--- src/rtl/ovs_rx_pkg.sv ---
package ovs_rx_pkg;

    // Controller states: hunt for start, qualify start, wait for strobe,
    // take a data bit, hold ready, recover after a bad stop bit.
    typedef enum logic [2:0] {
        ST_HUNT    = 3'd0,
        ST_START   = 3'd1,
        ST_WAIT    = 3'd2,
        ST_ACQ     = 3'd3,
        ST_READY   = 3'd4,
        ST_RECOVER = 3'd5
    } rx_state_e;

endpackage

--- src/rtl/ovs_bit_timer.sv ---
module ovs_bit_timer #(
    parameter int unsigned OVERSAMPLE = 16,
    parameter int unsigned PRELOAD    = 6
) (
    input  logic clk,
    input  logic rst,
    input  logic load,
    output logic tick
);
    localparam int unsigned CW = $clog2(OVERSAMPLE);
    localparam logic [CW-1:0] LAST = CW'(OVERSAMPLE - 1);
    localparam logic [CW-1:0] INIT = CW'(PRELOAD);

    typedef struct packed {
        logic [CW-1:0] cnt;
    } tmr_t;

    tmr_t tmr_d, tmr_q;

    always_comb begin
        tmr_d = tmr_q;
        if (load) begin
            tmr_d.cnt = INIT;
        end else if (tmr_q.cnt == LAST) begin
            tmr_d.cnt = '0;
        end else begin
            tmr_d.cnt = tmr_q.cnt + 1'b1;
        end
    end

    always_ff @(posedge clk) begin
        if (rst) begin
            tmr_q.cnt <= INIT;
        end else begin
            tmr_q <= tmr_d;
        end
    end

    // Mid-bit strobe: the counter sits at its terminal value.
    assign tick = (tmr_q.cnt == LAST);

endmodule

--- src/rtl/ovs_bit_counter.sv ---
module ovs_bit_counter #(
    parameter int unsigned DATA_BITS = 8
) (
    input  logic clk,
    input  logic rst,
    input  logic load,
    input  logic dec,
    output logic zero
);
    localparam int unsigned CW = $clog2(DATA_BITS + 1);
    localparam logic [CW-1:0] FULL = CW'(DATA_BITS);

    typedef struct packed {
        logic [CW-1:0] cnt;
    } bcnt_t;

    bcnt_t bcnt_d, bcnt_q;

    always_comb begin
        bcnt_d = bcnt_q;
        if (load) begin
            bcnt_d.cnt = FULL;
        end else if (dec && (bcnt_q.cnt != '0)) begin
            bcnt_d.cnt = bcnt_q.cnt - 1'b1;
        end
    end

    always_ff @(posedge clk) begin
        if (rst) begin
            bcnt_q.cnt <= FULL;
        end else begin
            bcnt_q <= bcnt_d;
        end
    end

    assign zero = (bcnt_q.cnt == '0);

endmodule

--- src/rtl/ovs_shift_reg.sv ---
module ovs_shift_reg #(
    parameter int unsigned DATA_BITS = 8
) (
    input  logic                 clk,
    input  logic                 rst,
    input  logic                 shift_en,
    input  logic                 din,
    input  logic                 capture,
    output logic [DATA_BITS-1:0] data_out
);
    typedef struct packed {
        logic [DATA_BITS-1:0] shreg;
        logic [DATA_BITS-1:0] hold;
    } sr_t;

    sr_t sr_d, sr_q;
    logic [DATA_BITS-1:0] shifted;

    // New bits enter at the top and move toward bit 0.
    generate
        if (DATA_BITS == 1) begin : g_single
            assign shifted = din;
        end else begin : g_multi
            assign shifted = {din, sr_q.shreg[DATA_BITS-1:1]};
        end
    endgenerate

    always_comb begin
        sr_d = sr_q;
        if (shift_en) begin
            sr_d.shreg = shifted;
        end
        if (capture) begin
            sr_d.hold = sr_q.shreg;
        end
    end

    always_ff @(posedge clk) begin
        if (rst) begin
            sr_q <= '0;
        end else begin
            sr_q <= sr_d;
        end
    end

    assign data_out = sr_q.hold;

endmodule

--- src/rtl/ovs_rx_ctrl.sv ---
module ovs_rx_ctrl
    import ovs_rx_pkg::*;
(
    input  logic      clk,
    input  logic      rst,
    input  logic      line_in,
    input  logic      tick,
    input  logic      bits_zero,
    output logic      hunting,
    output logic      take_bit,
    output logic      capture,
    output logic      ready,
    output rx_state_e state_o
);
    typedef struct packed {
        rx_state_e st;
    } ctl_t;

    ctl_t ctl_d, ctl_q;

    always_comb begin
        ctl_d = ctl_q;
        case (ctl_q.st)
            ST_HUNT: begin
                if (line_in) ctl_d.st = ST_START;
            end
            ST_START: begin
                if (!line_in)  ctl_d.st = ST_HUNT;
                else if (tick) ctl_d.st = ST_WAIT;
            end
            ST_WAIT: begin
                if (tick) begin
                    if (!bits_zero)   ctl_d.st = ST_ACQ;
                    else if (line_in) ctl_d.st = ST_RECOVER;
                    else              ctl_d.st = ST_READY;
                end
            end
            ST_ACQ: begin
                ctl_d.st = ST_WAIT;
            end
            ST_READY: begin
                if (tick) ctl_d.st = ST_HUNT;
            end
            ST_RECOVER: begin
                if (!line_in) ctl_d.st = ST_HUNT;
            end
            default: begin
                ctl_d.st = ST_HUNT;
            end
        endcase
    end

    always_ff @(posedge clk) begin
        if (rst) begin
            ctl_q.st <= ST_HUNT;
        end else begin
            ctl_q <= ctl_d;
        end
    end

    assign hunting  = (ctl_q.st == ST_HUNT);
    assign take_bit = (ctl_q.st == ST_ACQ);
    assign capture  = (ctl_q.st == ST_WAIT) && tick && bits_zero && !line_in;
    assign ready    = (ctl_q.st == ST_READY);
    assign state_o  = ctl_q.st;

endmodule

--- src/rtl/ovs_line_rx.sv ---
module ovs_line_rx #(
    parameter int unsigned OVERSAMPLE = 16,
    parameter int unsigned PRELOAD    = 6,
    parameter int unsigned DATA_BITS  = 8
) (
    input  logic                 clk,
    input  logic                 rst,
    input  logic                 line_in,
    output logic [DATA_BITS-1:0] data_out,
    output logic                 ready
);
    import ovs_rx_pkg::*;

    logic      mid_tick;
    logic      bits_zero;
    logic      hunting;
    logic      take_bit;
    logic      capture;
    rx_state_e st;

    ovs_rx_ctrl u_ctrl (
        .clk       (clk),
        .rst       (rst),
        .line_in   (line_in),
        .tick      (mid_tick),
        .bits_zero (bits_zero),
        .hunting   (hunting),
        .take_bit  (take_bit),
        .capture   (capture),
        .ready     (ready),
        .state_o   (st)
    );

    ovs_bit_timer #(
        .OVERSAMPLE (OVERSAMPLE),
        .PRELOAD    (PRELOAD)
    ) u_timer (
        .clk  (clk),
        .rst  (rst),
        .load (hunting),
        .tick (mid_tick)
    );

    ovs_bit_counter #(
        .DATA_BITS (DATA_BITS)
    ) u_bits (
        .clk  (clk),
        .rst  (rst),
        .load (hunting),
        .dec  (take_bit),
        .zero (bits_zero)
    );

    ovs_shift_reg #(
        .DATA_BITS (DATA_BITS)
    ) u_sreg (
        .clk      (clk),
        .rst      (rst),
        .shift_en (take_bit),
        .din      (line_in),
        .capture  (capture),
        .data_out (data_out)
    );

endmodule

--- config.mk ---
export PLATFORM = sky130hd
export DESIGN_NAME = ovs_line_rx
export DESIGN_NICKNAME = d
export VERILOG_FILES = /design/src/rtl/ovs_rx_pkg.sv /design/src/rtl/ovs_bit_timer.sv /design/src/rtl/ovs_bit_counter.sv /design/src/rtl/ovs_shift_reg.sv /design/src/rtl/ovs_rx_ctrl.sv /design/src/rtl/ovs_line_rx.sv
export SDC_FILE = /design/constraint.sdc
export NUM_CORES = 1
export LEC_CHECK = 0
export BUFFER_PORTS_ARGS = -buffer_cell sky130_fd_sc_hd__buf_2
export CAP_MARGIN = 15
export CORE_MARGIN = 2
export CORE_UTILIZATION = 51
export CTS_CLUSTER_DIAMETER = 150
export DETAILED_ROUTE_END_ITERATION = 16
export PLACE_DENSITY = 0.74
export SYNTH_ARGS = -nofsm -noshare
export SYNTH_HDL_FRONTEND = slang
export SYNTH_HIERARCHICAL = 1
export SYNTH_SLANG_ARGS = --single-unit
--- constraint.sdc ---
create_clock -name clk -period 2 [get_ports clk]
set_input_delay 0.2 -clock clk [delete_from_list [all_inputs] [get_ports clk]]
set_output_delay 0.2 -clock clk [all_outputs]
set_load 0.005 [all_outputs]
* Word level (Yosys, flattened, before mapping)
Index checks and enable logic that the tools add are counted.
Storage, ports and cells: register bits after elaboration 27, input port bits 3, output and inout bits 9, logic and storage cells 40
Cells by class: $add $sub $neg 2, equality and inequality tests 11, muxes and demuxes 10, reduce and logical (&&, ||, !) cells 11
Operators by type and width (number):
- $mux W3 | 8
- $pmux W3 S6 | 1
- $eq A3 B2 Y1 const B | 2
- $eq A3 B3 Y1 const B | 2
- $reduce_and A5 Y1 | 1
- $add A4 B1 Y4 const B | 1
- $eq A4 B4 Y1 const B | 1
- $logic_and A1 B1 Y1 | 4
- $logic_not A4 Y1 | 1
- $ne A2 B1 Y1 const B | 2
- $ne A2 B2 Y1 const B | 2
- $reduce_bool A4 Y1 | 1
- $sub A4 B1 Y4 const B | 1
- $eq A3 B1 Y1 const B | 1
- $logic_not A3 Y1 | 1
- $ne A3 B2 Y1 const B | 1
- $reduce_or A3 Y1 | 1
- $reduce_or A2 Y1 | 1
- $logic_not A1 Y1 | 1
- $mux W1 | 1

* Logic depth before layout (Yosys ltp)
depth after elaboration 4, depth in mapped cells 9, gate-level depth less buffers 8

* By module
Netlist, hierarchy kept.
By module, submodules not included:
- ovs_shift_reg | times used 1, cells an instance 60, area each 639.4 um2, sequential area each 320.3 um2
- ovs_bit_counter | times used 1, cells an instance 23, area each 202.7 um2, sequential area each 80.1 um2
- ovs_rx_ctrl | times used 1, cells an instance 27, area each 193.9 um2, sequential area each 60.1 um2
- ovs_bit_timer | times used 1, cells an instance 15, area each 160.2 um2, sequential area each 80.1 um2

* Worst setup path before layout
No wires, ideal clock.
kind register to register, start point register u_bits/bcnt_q[0] (netlist name), end point register u_sreg.sr_q (netlist bit u_sreg/data_out[0]), library setup time 0.116 ns, arrival 1.828 ns, required time 1.884 ns, slack 0.056 ns, cell stages (with the launch flop) 10, buffers on the path 1, clock period less this slack 1.944 ns, cell sequence dfxtp_1 -> inv_1 -> ha_1 -> or3b_4 -> inv_1 -> nand2_1 -> nor4b_1 -> buf_6 -> mux2i_1 -> nor2_1
Between the ends: word-level cells in the longest chain between the ends 3
Ends and longest elaborated chain:
- from (decl) | RTL line ovs_bit_counter.sv:17 | bcnt_t bcnt_d, bcnt_q;
- from (signal assigned) | RTL line ovs_bit_counter.sv:32 | bcnt_q <= bcnt_d;
- $logic_not A4 Y1 | RTL line ovs_bit_counter.sv:36 | assign zero = (bcnt_q.cnt == '0);
- net bits_zero | RTL line ovs_line_rx.sv:15 | logic bits_zero;
- $logic_and A1 B1 Y1 (2 in series) | RTL line ovs_rx_ctrl.sv:63 | assign capture = (ctl_q.st == ST_WAIT) && tick && bits_zero && !line_in;
- net capture | RTL line ovs_line_rx.sv:18 | logic capture;
- to (signal assigned) | RTL line ovs_shift_reg.sv:42 | sr_q <= sr_d;
- to (decl) | RTL line ovs_shift_reg.sv:16 | sr_t sr_d, sr_q;
The timed path passes the listed nets, and every way through them passes these cells. A chain may end at the register's enable or synchronous reset.

* Worst setup path after layout
start point register u_bits/bcnt_q[0] (netlist name), end point register u_sreg.sr_q (netlist bit u_sreg/data_out[2])
The elaborated chain is that of the path after synthesis.

==> flow_summary.json <==
{
  "r2r_end": "u_sreg/data_out[2]",
  "cts_tree": "done",
  "dr.pass1.iters": 4,
  "synthFlopType": "dfxtp_1",
  "antenna_found_initial": 0,
  "io_pins": 12,
  "post-route-util": 0.577,
  "slowest_stage": "or3b_4",
  "ys_warn_count": 6,
  "synth_enable_flop_cells": 0,
  "met1_usage": 0.224,
  "gp_congestion": 0.795,
  "maxSlewViolCount": 0,
  "synth.area.top_cells": "dfxtp_1 (45%), mux2i_1 (13%), nor2_1 (6.0%), buf_4 (5.0%), a21oi_1 (2.9%)",
  "grt_overflow": 0,
  "area_growth_pct": 6.80,
  "fin_cells": 159,
  "path_cells": "inv_4 -> ha_4 -> or3b_4 -> inv_2 -> nand2_2 -> nor4b_2 -> buf_4 -> mux2i_1 -> nor2_1",
  "h-tree-depth": 1,
  "first_global_vias": 790,
  "ant_nets": 0,
  "numPortBuffers": 11,
  "min_period_over_period": 0.959,
  "gr-usage-met3": 0.0514,
  "drt_iter0_markers": 17,
  "core_area_um2": 2210,
  "avgSynthCellArea_um2": 9.57,
  "ys_types": 37,
  "critPathArrivalTime_ns": 2.14,
  "irDropWorstVdd_v": 0.000522,
  "r2r_cells": 9,
  "cts_made_buffers": 3,
  "p_leak_nw": 0.459,
  "grt_use_met2": 0.300,
  "crit_path_start_kind": "flop",
  "crit_buf_inv": 3,
  "reg2reg_from": "u_bits/bcnt_q[0]",
  "layout-drive-gt1-share": 0.267,
  "status": "finished, final reports clean",
  "fmax_mhz": 521,
  "fin_nets": 137,
  "cpLargestDelayFamily": "simple AND/OR/NAND/NOR gates",
  "holdCritPathClass": "in -> reg",
  "yosysTopAreaCellShare": 0.452,
  "critical_path.max_fanout": 8,
  "num_rows": 17,
  "vias": 873,
  "final_common_cell": "dfxtp_1",
  "grt_max_degree": 24,
  "syn_area_um2": 1200,
  "drc": 0,
  "grt_pass1_wl_um": 3600,
  "ys_seq_area_frac": 0.452,
  "via_per_inst": 5.49,
  "clk_transition_reported_paths_ns": 0.14,
  "synth_seq_cells": 27,
  "skew_ns": 0.00206,
  "drt_wl_total_um": 2040,
  "busiest_layer": "met2",
  "grt_usage": 0.180,
  "dp.cells": 154,
  "rrSetupSlack_ns": 0.08,
  "critPathMaxStageDelay_ns": 0.38,
  "hold_viol": 0,
  "max_slew.worst_pin.slew_ns": 0.509,
  "wl_per_cell_um": 12.9,
  "fin_crit_ns": 1.92,
  "fp.dieH_um": 52.4,
  "synth_nets": 130,
  "p_per_area_nw_per_um2": 633,
  "async_flop_share": 0,
  "cap_viol_max_count": 0,
  "cts_root_buf": "clkbuf_4",
  "antenna_cells": 0,
  "min_path_cells": 3,
  "start_util": 0.541,
  "crit_path_end": "u_sreg/data_out[2]",
  "yosysTopAreaCell": "dfxtp_1",
  "crit_path_start": "u_bits/bcnt_q[0]",
  "crit_required_ns": 2.22,
  "end_kind": "flop",
  "criticalPathCategory": "reg -> reg",
  "die_w_um": 52.4,
  "slew-limit-headroom": 0.658,
  "clockBufferDepth": 2,
  "filler_cell_count": 204,
  "critical_path_depth": 9,
  "syn_inst": 125,
  "setup_violations": 0,
  "clock_sinks": 27,
  "rsz0062_at_grt": "false",
  "die_area_um2": 2750,
  "layout_common_cells": "dfxtp_1 (25), nor2_1 (19), mux2i_1 (16)",
  "clock_latency_ns": 0.33,
  "dp_hpwl_um": 1400
}
-- worst min-delay path, cell delays in order --
cell and delay [ns]:
buf_2 0.14, nand3_1 0.08, o21ai_1 0.05
-- synthesized netlist by cell type, types with 2 or more instances --
library cell / number
buf_6: 3
nor3b_1: 2
nor2_1: 19
buf_4: 8
nand2_1: 5
ha_1: 2
dfxtp_1: 27
inv_1: 4
a21oi_1: 7
nor3_1: 3
and3_1: 2
nand3_1: 3
mux2i_1: 16
-- registers in the layout, indices dropped and copies added, names as in the netlist --
signal / flops
u_sreg/shifted: 7
u_ctrl/state_o: 3
u_sreg/sr_q: 1
u_timer/tmr_q: 4
u_sreg/data_out: 8
u_bits/bcnt_q: 4
-- metrics by stage --
step                power [mW]  hold WS, ns  setup TNS, ns  cell area (um^2)  setup slack [ns]
floorplan                0.575        0.269              0              1200            0.0561
CTS                      0.820        0.164              0              1270            0.0150
global route             0.852        0.170              0              1280           0.00361
detailed placement       0.581        0.475         -0.389              1220           -0.0700
global placement         0.581        0.467              0              1220            0.0494
finish                   0.809        0.177              0              1280            0.0815
-- logic make-up after synthesis --
group | after synthesis | synth area share
AO/OA/AOI/OAI | 13 | 0.0701
XOR/XNOR | 1 | 0.00732
adder cells (fa/ha/maj) | 2 | 0.0209
buffers and inverters | 19 | 0.106
flip-flops | 27 | 0.452
multiplexers | 16 | 0.134
AND/OR/NAND/NOR | 47 | 0.210
-- routing by layer --
layer | routed length (um) | up-vias | share of wire
met5 | 0 | - | 0
met4 | 13 | 0 | 0.0064
met3 | 83 | 2 | 0.041
met2 | 1070 | 20 | 0.52
met1 | 876 | 414 | 0.43
li1 | - | 437 | -
-- final cells by class --
class                           instances  area [um^2]  area share
Multi-Input combinational cell         79          556       0.435
Clock buffer                            3         22.5      0.0176
Timing Repair Buffer                   16         92.6      0.0725
Inverter                                5         21.3      0.0167
Sequential cell                        27          543       0.425
Clock inverter                          1         7.51     0.00588
Tap cell                               28         35.0      0.0274
-- how the worst min path moves through the flow --
stage | startpoint | endpoint | slack [ns]
6_report | line_in | u_ctrl/state_o[0] | 0.18
5_1_grt | line_in | u_ctrl/state_o[0] | 0.17
4_1_cts | line_in | u_ctrl/state_o[0] | 0.16
3_5_place_dp | u_sreg/data_out[0] | u_sreg/data_out[0] | 0.48
3_3_place_gp | u_sreg/data_out[2] | u_sreg/data_out[2] | 0.47
2_1_floorplan | rst | u_ctrl/state_o[2] | 0.27
-- where the power goes --
part	leakage, nW	total (mW)	switching [mW]	internal, mW
clock network	0.0139	0.238	0.162	0.0766
registers	0.219	0.545	0.00420	0.541
logic	0.226	0.0256	0.0166	0.00894
total	0.459	0.809	0.183	0.626
-- what timing repair did --
action | in CTS | in global routing
buffers inserted | 1 | 0
gates resized for setup | 6 | 3
hold buffers | 0 | 0
pin swaps | 1 | 1
endpoints found under the setup margin | 8 | 8
Note: power is estimated with default switching activity, not from simulation.
